File: src/rtl/alu_pkg.sv
package alu_pkg;

  typedef enum logic [2:0] {
    SEL_AND = 3'b000,
    SEL_OR  = 3'b001,
    SEL_ADD = 3'b010,
    SEL_SUB = 3'b110,
    SEL_SLT = 3'b111
  } alu_sel_e;

  typedef enum logic [1:0] {
    CLS_ADD  = 2'b00,
    CLS_SUB  = 2'b01,
    CLS_FUNC = 2'b10,
    CLS_RSVD = 2'b11
  } op_class_e;

  localparam int FUNC_W = 6;

  localparam logic [FUNC_W-1:0] FN_ADD = 6'h20;
  localparam logic [FUNC_W-1:0] FN_SUB = 6'h22;
  localparam logic [FUNC_W-1:0] FN_AND = 6'h24;
  localparam logic [FUNC_W-1:0] FN_OR  = 6'h25;
  localparam logic [FUNC_W-1:0] FN_SLT = 6'h2A;

endpackage

File: src/rtl/alu_op_decoder.sv
module alu_op_decoder
  import alu_pkg::*;
(
  input  logic [1:0]        op_class,
  input  logic [FUNC_W-1:0] func_code,
  output alu_sel_e          sel,
  output logic              illegal
);

  alu_sel_e sel_func;
  logic     func_known;

  // Function-field decode, used only under the function class
  always_comb begin
    func_known = 1'b1;
    unique case (func_code)
      FN_ADD:  sel_func = SEL_ADD;
      FN_SUB:  sel_func = SEL_SUB;
      FN_AND:  sel_func = SEL_AND;
      FN_OR:   sel_func = SEL_OR;
      FN_SLT:  sel_func = SEL_SLT;
      default: begin
        sel_func   = SEL_ADD;
        func_known = 1'b0;
      end
    endcase
  end

  always_comb begin
    illegal = 1'b0;
    unique case (op_class_e'(op_class))
      CLS_SUB:  sel = SEL_SUB;
      CLS_FUNC: begin
        sel     = sel_func;
        illegal = ~func_known;
      end
      default:  sel = SEL_ADD;
    endcase
  end

endmodule

File: src/rtl/alu_bitwise.sv
module alu_bitwise #(
  parameter int WIDTH = 32
) (
  input  logic [WIDTH-1:0] a,
  input  logic [WIDTH-1:0] b,
  output logic [WIDTH-1:0] and_v,
  output logic [WIDTH-1:0] or_v
);

  for (genvar i = 0; i < WIDTH; i++) begin : g_bit
    assign and_v[i] = a[i] & b[i];
    assign or_v[i]  = a[i] | b[i];
  end

endmodule

File: src/rtl/alu_addsub.sv
module alu_addsub #(
  parameter int WIDTH = 32
) (
  input  logic [WIDTH-1:0] a,
  input  logic [WIDTH-1:0] b,
  input  logic             sub,
  output logic [WIDTH-1:0] sum,
  output logic             ovf,
  output logic             less
);

  localparam int MSB = WIDTH - 1;

  logic [WIDTH-1:0] b_eff;

  assign b_eff = sub ? ~b : b;
  assign sum   = a + b_eff + {{(WIDTH-1){1'b0}}, sub};
  // Signed overflow: operands agree in sign, result does not
  assign ovf   = (a[MSB] == b_eff[MSB]) && (sum[MSB] != a[MSB]);
  // True sign of a - b, valid only when sub is set
  assign less  = sum[MSB] ^ ovf;

endmodule

File: src/rtl/int_alu.sv
module int_alu
  import alu_pkg::*;
#(
  parameter int WIDTH = 32
) (
  input  logic [1:0]       op_class,
  input  logic [5:0]       func_code,
  input  logic [WIDTH-1:0] opnd_a,
  input  logic [WIDTH-1:0] opnd_b,
  output logic [2:0]       op_sel,
  output logic [WIDTH-1:0] result,
  output logic             zero_flag,
  output logic             ovf_flag,
  output logic             bad_func
);

  alu_sel_e         sel;
  logic [WIDTH-1:0] and_v;
  logic [WIDTH-1:0] or_v;
  logic [WIDTH-1:0] sum;
  logic             arith_ovf;
  logic             less;
  logic             do_sub;

  alu_op_decoder u_dec (
    .op_class  (op_class),
    .func_code (func_code),
    .sel       (sel),
    .illegal   (bad_func)
  );

  alu_bitwise #(.WIDTH(WIDTH)) u_bits (
    .a     (opnd_a),
    .b     (opnd_b),
    .and_v (and_v),
    .or_v  (or_v)
  );

  assign do_sub = (sel == SEL_SUB) || (sel == SEL_SLT);

  alu_addsub #(.WIDTH(WIDTH)) u_arith (
    .a    (opnd_a),
    .b    (opnd_b),
    .sub  (do_sub),
    .sum  (sum),
    .ovf  (arith_ovf),
    .less (less)
  );

  always_comb begin
    unique case (sel)
      SEL_AND: result = and_v;
      SEL_OR:  result = or_v;
      SEL_SLT: result = {{(WIDTH-1){1'b0}}, less};
      default: result = sum;
    endcase
  end

  assign op_sel    = sel;
  assign zero_flag = ~|result;
  assign ovf_flag  = arith_ovf && ((sel == SEL_ADD) || (sel == SEL_SUB));

endmodule

File: config.mk
export PLATFORM = sky130hd
export DESIGN_NAME = int_alu
export DESIGN_NICKNAME = d
export VERILOG_FILES = /design/src/rtl/alu_pkg.sv /design/src/rtl/alu_op_decoder.sv /design/src/rtl/alu_bitwise.sv /design/src/rtl/alu_addsub.sv /design/src/rtl/int_alu.sv
export SDC_FILE = /design/constraint.sdc
export NUM_CORES = 1
export LEC_CHECK = 0
export BUFFER_PORTS_ARGS = -buffer_cell sky130_fd_sc_hd__buf_2
export CAP_MARGIN = 20
export CORE_MARGIN = 2
export CORE_UTILIZATION = 47
export DETAILED_ROUTE_END_ITERATION = 8
export PLACE_DENSITY = 0.87
export SLEW_MARGIN = 20
export SYNTH_ARGS = -nofsm -noshare
export SYNTH_HDL_FRONTEND = slang
export SYNTH_SLANG_ARGS = --single-unit
File: constraint.sdc
create_clock -name vclk -period 6.75
set_input_delay 0.675 -clock vclk [all_inputs]
set_output_delay 0.675 -clock vclk [all_outputs]
set_load 0.005 [all_outputs]
# == Yosys cells after proc, flatten, opt, wreduce, memory -nomap -nowiden ==
# Cells that the tools add are included.
# word_totals
register_bits,0
elab_cells,96
inputBits,72
# op_classes
mux,6
bitwise_logic,67
n_reduce_logical,8
n_eq_ne,13
add_sub_neg,2
# ops
operator,n
one-hot mux 32 bit (3 select lines),1
adder 32 x 1 -> 32 bit,1
adder 32 bit,1
AND 1 bit,32
2-to-1 mux 32 bit,1
NOT 32 bit,1
OR 1 bit,32
OR reduction 32 bit,1
equality test 6 bit (second input constant),5
one-hot mux 3 bit (4 select lines),1
equality test 3 bit (second input constant),2
one-hot mux 3 bit (2 select lines),1
OR reduction 5 bit,1
equality test 3 x 1 -> 1 bit (second input constant),1
equality test 3 x 2 -> 1 bit (second input constant),1
zero test 3 bit,1
equality test 2 x 1 -> 1 bit (second input constant),1
equality test 2 bit (second input constant),1
logical AND 1 bit,2
logical OR 1 bit,2
2-to-1 mux 1 bit,2
equality test 1 bit,1
zero test 1 bit,1
inequality test 1 bit,1
2 further kinds,2

# == Longest topological paths before layout ==
# Gate-level depths: netlist of the first run.
# depth
depth_word,14
depth_mapped,20
depth_no_buf,19

# == By module ==
# From an unflattened synthesis of the first run, not the netlist that was laid out.
# unflattened
cells_unflattened,574
area_unflattened_um2,4021.4
# modules_own_cells
mod,instances,area_per_inst_um2,cells_each,seq_area_each_um2
alu_addsub,1,2117.0,301,0.0
int_alu,1,1310.0,189,0.0
alu_bitwise,1,440.4,64,0.0
alu_op_decoder,1,153.9,20,0.0

# == Worst setup path before layout of the first run ==
# Ideal clock, no wire load.
# synth_timing
path_kind,in2out
startpoint,input port op_class[0]
endpoint,output port zero_flag
t_arrival_ns,6.432
required_time_ns,6.075
path_buffers,2
setup_slack_ns,-0.357
cell_stages,19
cell_sequence,inv_1 -> ha_1 -> nor4bb_1 -> a21oi_1 -> clkbuf_1 -> clkbuf_1 -> xnor2_1 -> ha_1 -> a31o_2 -> a2111oi_0 -> a221oi_1 -> a32o_1 -> or3_1 -> or4_1 -> or4_1 -> or4_1 -> or4_1 -> or4_1 -> nor4_1
# synth_via
word_cells_on_any_way,18
classes_between,add/sub: 2; eq/ne: 7; mux: 3; bitwise: 1; reduce/logical: 5
# synth_rtl
element,line_no,text
start: declaration,int_alu.sv:6,"input logic [1:0] op_class,"
equality test 2 bit / equality test 2 x 1 -> 1 bit (equally long branches),alu_op_decoder.sv:31,unique case (op_class_e'(op_class))
one-hot mux 3 bit (2 select lines) *,alu_op_decoder.sv:31,
equality test 3 bit (on tied branches),"int_alu.sv:39, int_alu.sv:51",
logical OR 1 bit,int_alu.sv:39,assign do_sub = (sel == SEL_SUB) || (sel == SEL_SLT);
2-to-1 mux 32 bit,alu_addsub.sv:16,assign b_eff = sub ? ~b : b;
adder 32 bit,alu_addsub.sv:17,"assign sum = a + b_eff + {{(WIDTH-1){1'b0}}, sub};"
adder 32 x 1 -> 32 bit,alu_addsub.sv:17,
one-hot mux 32 bit (3 select lines) *,int_alu.sv:51,unique case (sel)
net result[5],int_alu.sv:11,"output logic [WIDTH-1:0] result,"
OR reduction 32 bit *,int_alu.sv:60,assign zero_flag = ~|result;
zero test 1 bit *,int_alu.sv:60,
end: declaration,int_alu.sv:12,"output logic zero_flag,"
# The timed path passes the listed nets; every way through them passes the cells marked *.

# == Worst setup path in the final report of the first run ==
# layout_timing
startpoint,input port op_class[0]
endpoint,output port zero_flag
# layout_via
elab_chain_len,13
word_cells_on_any_way,18
classes_between,add/sub: 2; eq/ne: 7; mux: 3; bitwise: 1; reduce/logical: 5
# layout_lines
element,line_no,text
equality test 2 bit / equality test 2 x 1 -> 1 bit (equally long branches),alu_op_decoder.sv:31,
one-hot mux 3 bit (2 select lines) *,alu_op_decoder.sv:31,
equality test 3 bit (on tied branches),"int_alu.sv:39, int_alu.sv:51",
logical OR 1 bit,int_alu.sv:39,
2-to-1 mux 32 bit,alu_addsub.sv:16,
adder 32 bit,alu_addsub.sv:17,
adder 32 x 1 -> 32 bit,alu_addsub.sv:17,
inequality test 1 bit,alu_addsub.sv:19,assign ovf = (a[MSB] == b_eff[MSB]) && (sum[MSB] != a[MSB]);
logical AND 1 bit,alu_addsub.sv:19,
XOR 1 bit,alu_addsub.sv:21,assign less = sum[MSB] ^ ovf;
one-hot mux 32 bit (3 select lines) *,int_alu.sv:51,
OR reduction 32 bit *,int_alu.sv:60,
zero test 1 bit *,int_alu.sv:60,
# Every way passes the cells marked *; elsewhere a longest branch is shown, timed or not.

==> flow_summary.ini, run 1 <==
[route]
finalWirelength_um = 11430
firstDrtPassIters = 5
vias = 4252
viasPerCell = 6.413
drc_errors = 0
dr.first_iter.drc_count = 327
avgRoutedWirePerCell_um = 17.24
ant_nets = 0

[die]
initial_utilization_pct = 49.19
num_rows = 29
io_pins = 110
die_h_um = 85.99
die_x_um = 85.99
core-area_mm2 = 0.006422
die_area_mm2 = 0.007393

[synthesis]
yosys_warnings = 0
syn_nets = 551
syn_inst = 443
yosys.area.top_type = ha_1
synth_area_mm2 = 0.003159
synth_common_cells = nand2_1 (41), xnor2_1 (41), ha_1 (35)
yosysSeqAreaShare_pct = 0
synth_cell_types = 65
syn_avg_cell_area_um2 = 7.132
yosysTopAreaCellShare_pct = 13.86
netlist_top_cells_area = ha_1 (14%), xnor2_1 (11%), maj3_1 (9.2%)

[min_path]
hold_path.class = in2out
hold_start = opnd_a[31]

[placed_design]
port_buffers = 110
dp_worst_setup_slack_ns = -0.3555
place.gp.congestion = 0.9778
place_hpwl_um = 9064
dpl-instance-area_mm2 = 0.004151
dpl.cell_count = 658

[global_routing]
grt_pass1_wl_um = 17930
grt_pass1_vias = 3964
grt_max_degree = 24
grtUsageTotal_pct = 28.85
grt-ovfl-total = 0
antenna_found_initial = 0

[finish]
register_area_um2 = 0
nClkBuffers = 0
n_antenna_cell = 0
layout-drive-gt1-share_pct = 35.15
area_delta_synth_final_pct = 38.18
design_area_mm2 = 0.004365
nets = 696
stdcell_count = 663
seq_cell_count = 0

[pwr]
power.density_mw_per_mm2 = 141.2
max-vdd-ir-drop_mv = 0.08569
finalPower_mw = 0.6165
p_leak_nw = 2.000

[critical_path]
start_kind = primary input
crit_slowest_cell = or4_1
critPathKind = in2out
path_cells = buf_2 -> inv_2 -> ha_4 -> nor4bb_4 -> buf_4 -> a21oi_4 -> xnor2_1 -> ha_1 -> buf_4 -> buf_4 -> a221oi_4 -> a2111oi_4 -> or4_4 -> a32oi_2 -> o211ai_1 -> or4_1 -> or4_4 -> or4_4 -> or4_4 -> nor4_4 -> buf_2
path_max_fanout = 8
critPathCaptureType = primary output
cpLargestDelayFamily = simple AND/OR/NAND/NOR gates
arrival_ns = 6.07
crit_required_ns = 6.07
cp.buffers_inverters = 6
cpMostUsedCell = or4_4
critPathMaxStageDelay_ns = 0.54
critPathLaunch = op_class[0]

[sta]
rsz0062_at_grt = yes
min_period_over_period_pct = 99.95
fin_ws_ns = 0.003605
layout_min_cycle_time_ns = 6.746
hold_violations = 0
worst_slew_pin_slew_ns = 0.9594
max_slew_margin_pct = 35.97
finalSetupViolations = 0
fmax_mhz = 148.2
slew_viol_final = 0

[run_status]
status = complete, no violations

[job]
drv_cap = 0
[through the flow]
stage / hold WS [ns] / setup TNS [ns] / utilization [%]
2_1_floorplan: 1.463 / 0 / -
3_3_place_gp: 1.726 / -0.07579 / 64.64
3_5_place_dp: 1.744 / -0.3555 / 64.64
4_1_cts: 1.743 / 0 / 66.08
5_1_grt: 1.771 / -0.1152 / 67.97
6_report: 1.746 / 0 / 67.97
[path summary, 6_finish.rpt]
kind | endpoint | slack [ns] | cells after the start
setup / recovery | zero_flag | 0.004 | 21
hold / removal | ovf_flag | 1.75 | 4
[routing by layer]
| metal | part of all wire, % | GRT usage (%) |
|---|---|---|
| met3 | 8.2 | 1.829 |
| met2 | 48 | 51.30 |
| met4 | 3.6 | 11.26 |
| met5 | 0 | 0 |
| met1 | 40 | 36.03 |
[tightest hold or removal path, cell delays in order]
cell	delay, ns
buf_2	0.14
nand3_1	0.07
a211oi_1	0.06
buf_2	0.12
[cells by family after synthesis]
family / synth area share [%]
and+or+nand+nor: 20.40
xor gates and xnor gates: 14.42
muxes: 1.980
AOI/OAI and AO/OA: 34.89
adders and majority gates: 23.68
buffers and inverters: 4.634
[layout make-up]
class | instances | area [um2]
Tap cell | 77 | 96.34
Timing Repair Buffer | 165 | 963.4
Multi-Input combinational cell | 406 | 3249
Inverter | 15 | 56.30
Fill cell | 544 | 2057
[layout by cell type, fill, tap and decap left out, types with 5 or more instances in the layout]
master and n:
or3_1 7, a21oi_1 31, o21a_1 8, xnor2_1 40, ha_1 31, a22o_1 8
buf_4 55, nand3_1 5, maj3_1 29, and3_1 8, xor2_1 11, nand2_1 41
a221o_1 6, nor3_1 6, a211oi_1 7, a21o_1 13, o21ai_0 25, nor2_1 25
o211ai_1 5, inv_1 13, buf_2 110
[power breakdown]
group          switching (mW)  internal (mW)
clock network               0              0
logic                   0.326          0.290
registers                   0              0
total                   0.326          0.290
[timing repair]
| item | in CTS | in global routing |
|---|---|---|
| gates resized for setup | 15 | 18 |
| pin swaps | 11 | 7 |
| hold buffers | 0 | 0 |
| setup endpoints to repair | 1 | 1 |
| setup buffers | 2 | 3 |
Power figures use the tool's default switching activity.
==> run 2, diff against run 1 <==
--- a/config.mk
+++ b/config.mk
@@ -7,6 +7,7 @@
 export LEC_CHECK = 0
 export BUFFER_PORTS_ARGS = -buffer_cell sky130_fd_sc_hd__buf_2
 export CAP_MARGIN = 20
+export CORE_ASPECT_RATIO = 0.8
 export CORE_MARGIN = 2
 export CORE_UTILIZATION = 47
 export DETAILED_ROUTE_END_ITERATION = 8
==> flow_summary.ini, run 2 (synthesis gave the netlist of run 1 again) <==
[sta]
fin_ws_ns = 0.04714
worst_slew_pin_slew_ns = 0.9723
rsz0062_at_grt = yes
fmax_mhz = 149.2
hold_violations = 0
min_period_over_period_pct = 99.30
finalSetupViolations = 0
final.setup.tns_ns = 0
slew_viol_final = 0
layout_min_cycle_time_ns = 6.703
max_slew_margin_pct = 34.36

[route]
finalWirelength_um = 12200
avgRoutedWirePerCell_um = 17.70
vias = 4333
drc_errors = 0
dr.first_iter.drc_count = 309
firstDrtPassIters = 5
viasPerCell = 6.289
ant_nets = 0

[critical_path]
critPathKind = in2out
crit_slowest_cell = or4_4
critPathMaxStageDelay_ns = 0.53
start_kind = primary input
path_cells = buf_6 -> inv_4 -> ha_4 -> nor4bb_4 -> buf_4 -> a21oi_4 -> buf_12 -> buf_4 -> xnor2_1 -> ha_1 -> buf_4 -> and4_1 -> nand2b_1 -> o31ai_1 -> or4_1 -> a32oi_2 -> o211ai_1 -> or4_4 -> or4_4 -> or4_4 -> or4_4 -> nor4_4 -> buf_2
crit_required_ns = 6.07
cp-endpoint = zero_flag
arrival_ns = 6.03
path_max_fanout = 8
cpMostUsedCell = or4_4
critPathCaptureType = primary output
critPathLaunch = op_class[0]

[pwr]
max-vdd-ir-drop_mv = 0.06936
p_leak_nw = 2.110
power.density_mw_per_mm2 = 140.6

[global_routing]
grtUsageTotal_pct = 31.04
grt_max_degree = 28
grt-ovfl-total = 0
grt_pass1_vias = 4122
antenna_found_initial = 0
grt_pass1_wl_um = 19030

[die]
num_rows = 26
die_x_um = 95.67
die_h_um = 77.33
die_area_mm2 = 0.007398
initial_utilization_pct = 49.05
core-area_mm2 = 0.006441
io_pins = 110

[placed_design]
dp_worst_setup_slack_ns = -0.2862
port_buffers = 110
place_hpwl_um = 9590
place.gp.congestion = 1.046
dpl.cell_count = 676

[clock_network]
cts-hold-fix-buffers = 0

[finish]
nets = 715
nFillCells = 533
area_delta_synth_final_pct = 42.65
nClkBuffers = 0
final_cell_mix = buf_2 (109), buf_4 (72), nand2_1 (41)
final_core_util_pct = 69.97
seq_cell_count = 0
stdcell_count = 689
layout-drive-gt1-share_pct = 37.69
register_area_um2 = 0
n_antenna_cell = 0
layout_commonest_cell = buf_2
multi_input_area_mm2 = 0.003214

[min_path]
hold_start = opnd_a[31]
hold_path.class = in2out

[run_status]
status = complete, no violations

[job]
drv_cap = 0
-- run 2: changes by cell type in the layout (fill, tap and decap cells not counted), moves of 2 or more --
| cell | delta |
|---|---|
| a2111oi_4 | -3 |
| buf_6 | +2 |
| buf_4 | +17 |
| a2111oi_2 | +3 |
-- run 2: how the worst min path moves through the flow --
| stage | endpoint | cells after the start |
|---|---|---|
| 6_report | ovf_flag | 4 |
| 3_5_place_dp | ovf_flag | 4 |
| 4_1_cts | ovf_flag | 4 |
| 2_1_floorplan | ovf_flag | 2 |
| 5_1_grt | ovf_flag | 4 |
| 3_3_place_gp | ovf_flag | 4 |
-- run 2: final cells by class --
| cell class | count | area share [%] |
|---|---|---|
| Timing Repair Buffer | 184 | 25.04 |
| Multi-Input combinational cell | 406 | 71.32 |
| Inverter | 15 | 1.305 |
| Tap cell | 84 | 2.332 |
-- run 2: through the flow --
step / power (mW) / area, um2 / hold slack (ns)
after global placement: 0.5660 / 4255 / 1.740
final: 0.6338 / 4507 / 1.756
after CTS: 0.6048 / 4413 / 1.749
after global routing: 0.6828 / 4507 / 1.804
after floorplan: 0.3447 / 3226 / 1.463
after detailed placement: 0.5785 / 4255 / 1.749
-- run 2: critical path, delay by kind of cell --
| kind | cells | cell delay [ns] |
|---|---|---|
| and+or+nand+nor | 9 | 3.07 |
| buffers and inverters | 7 | 0.95 |
| AOI/OAI and AO/OA | 4 | 0.67 |
| adders and majority gates | 2 | 0.48 |
| xor gates and xnor gates | 1 | 0.18 |
-- run 2: metal layers --
metal  share of wire, %  up-vias  GRT usage, %
li1                   -     2026             -
met1                 43     2024         41.25
met2                 46      255         52.17
met3                8.4       28         3.398
met4                2.3        0         9.571
met5                  0        -             0
-- run 2: power breakdown --
| group | switching, mW | internal [mW] | total [mW] |
|---|---|---|---|
| Sequential | 0 | 0 | 0 |
| Clock | 0 | 0 | 0 |
| Combinational | 0.332 | 0.302 | 0.634 |
| Total | 0.332 | 0.302 | 0.634 |
-- run 2: timing repair --
item / 4_1_cts / 5_1_grt
gates cloned: 0 / 0
resized for setup: 18 / 18
hold endpoints to repair: 0 / 0
endpoints found under the setup margin: 1 / 1
pin swaps: 16 / 12
setup buffers: 10 / 3
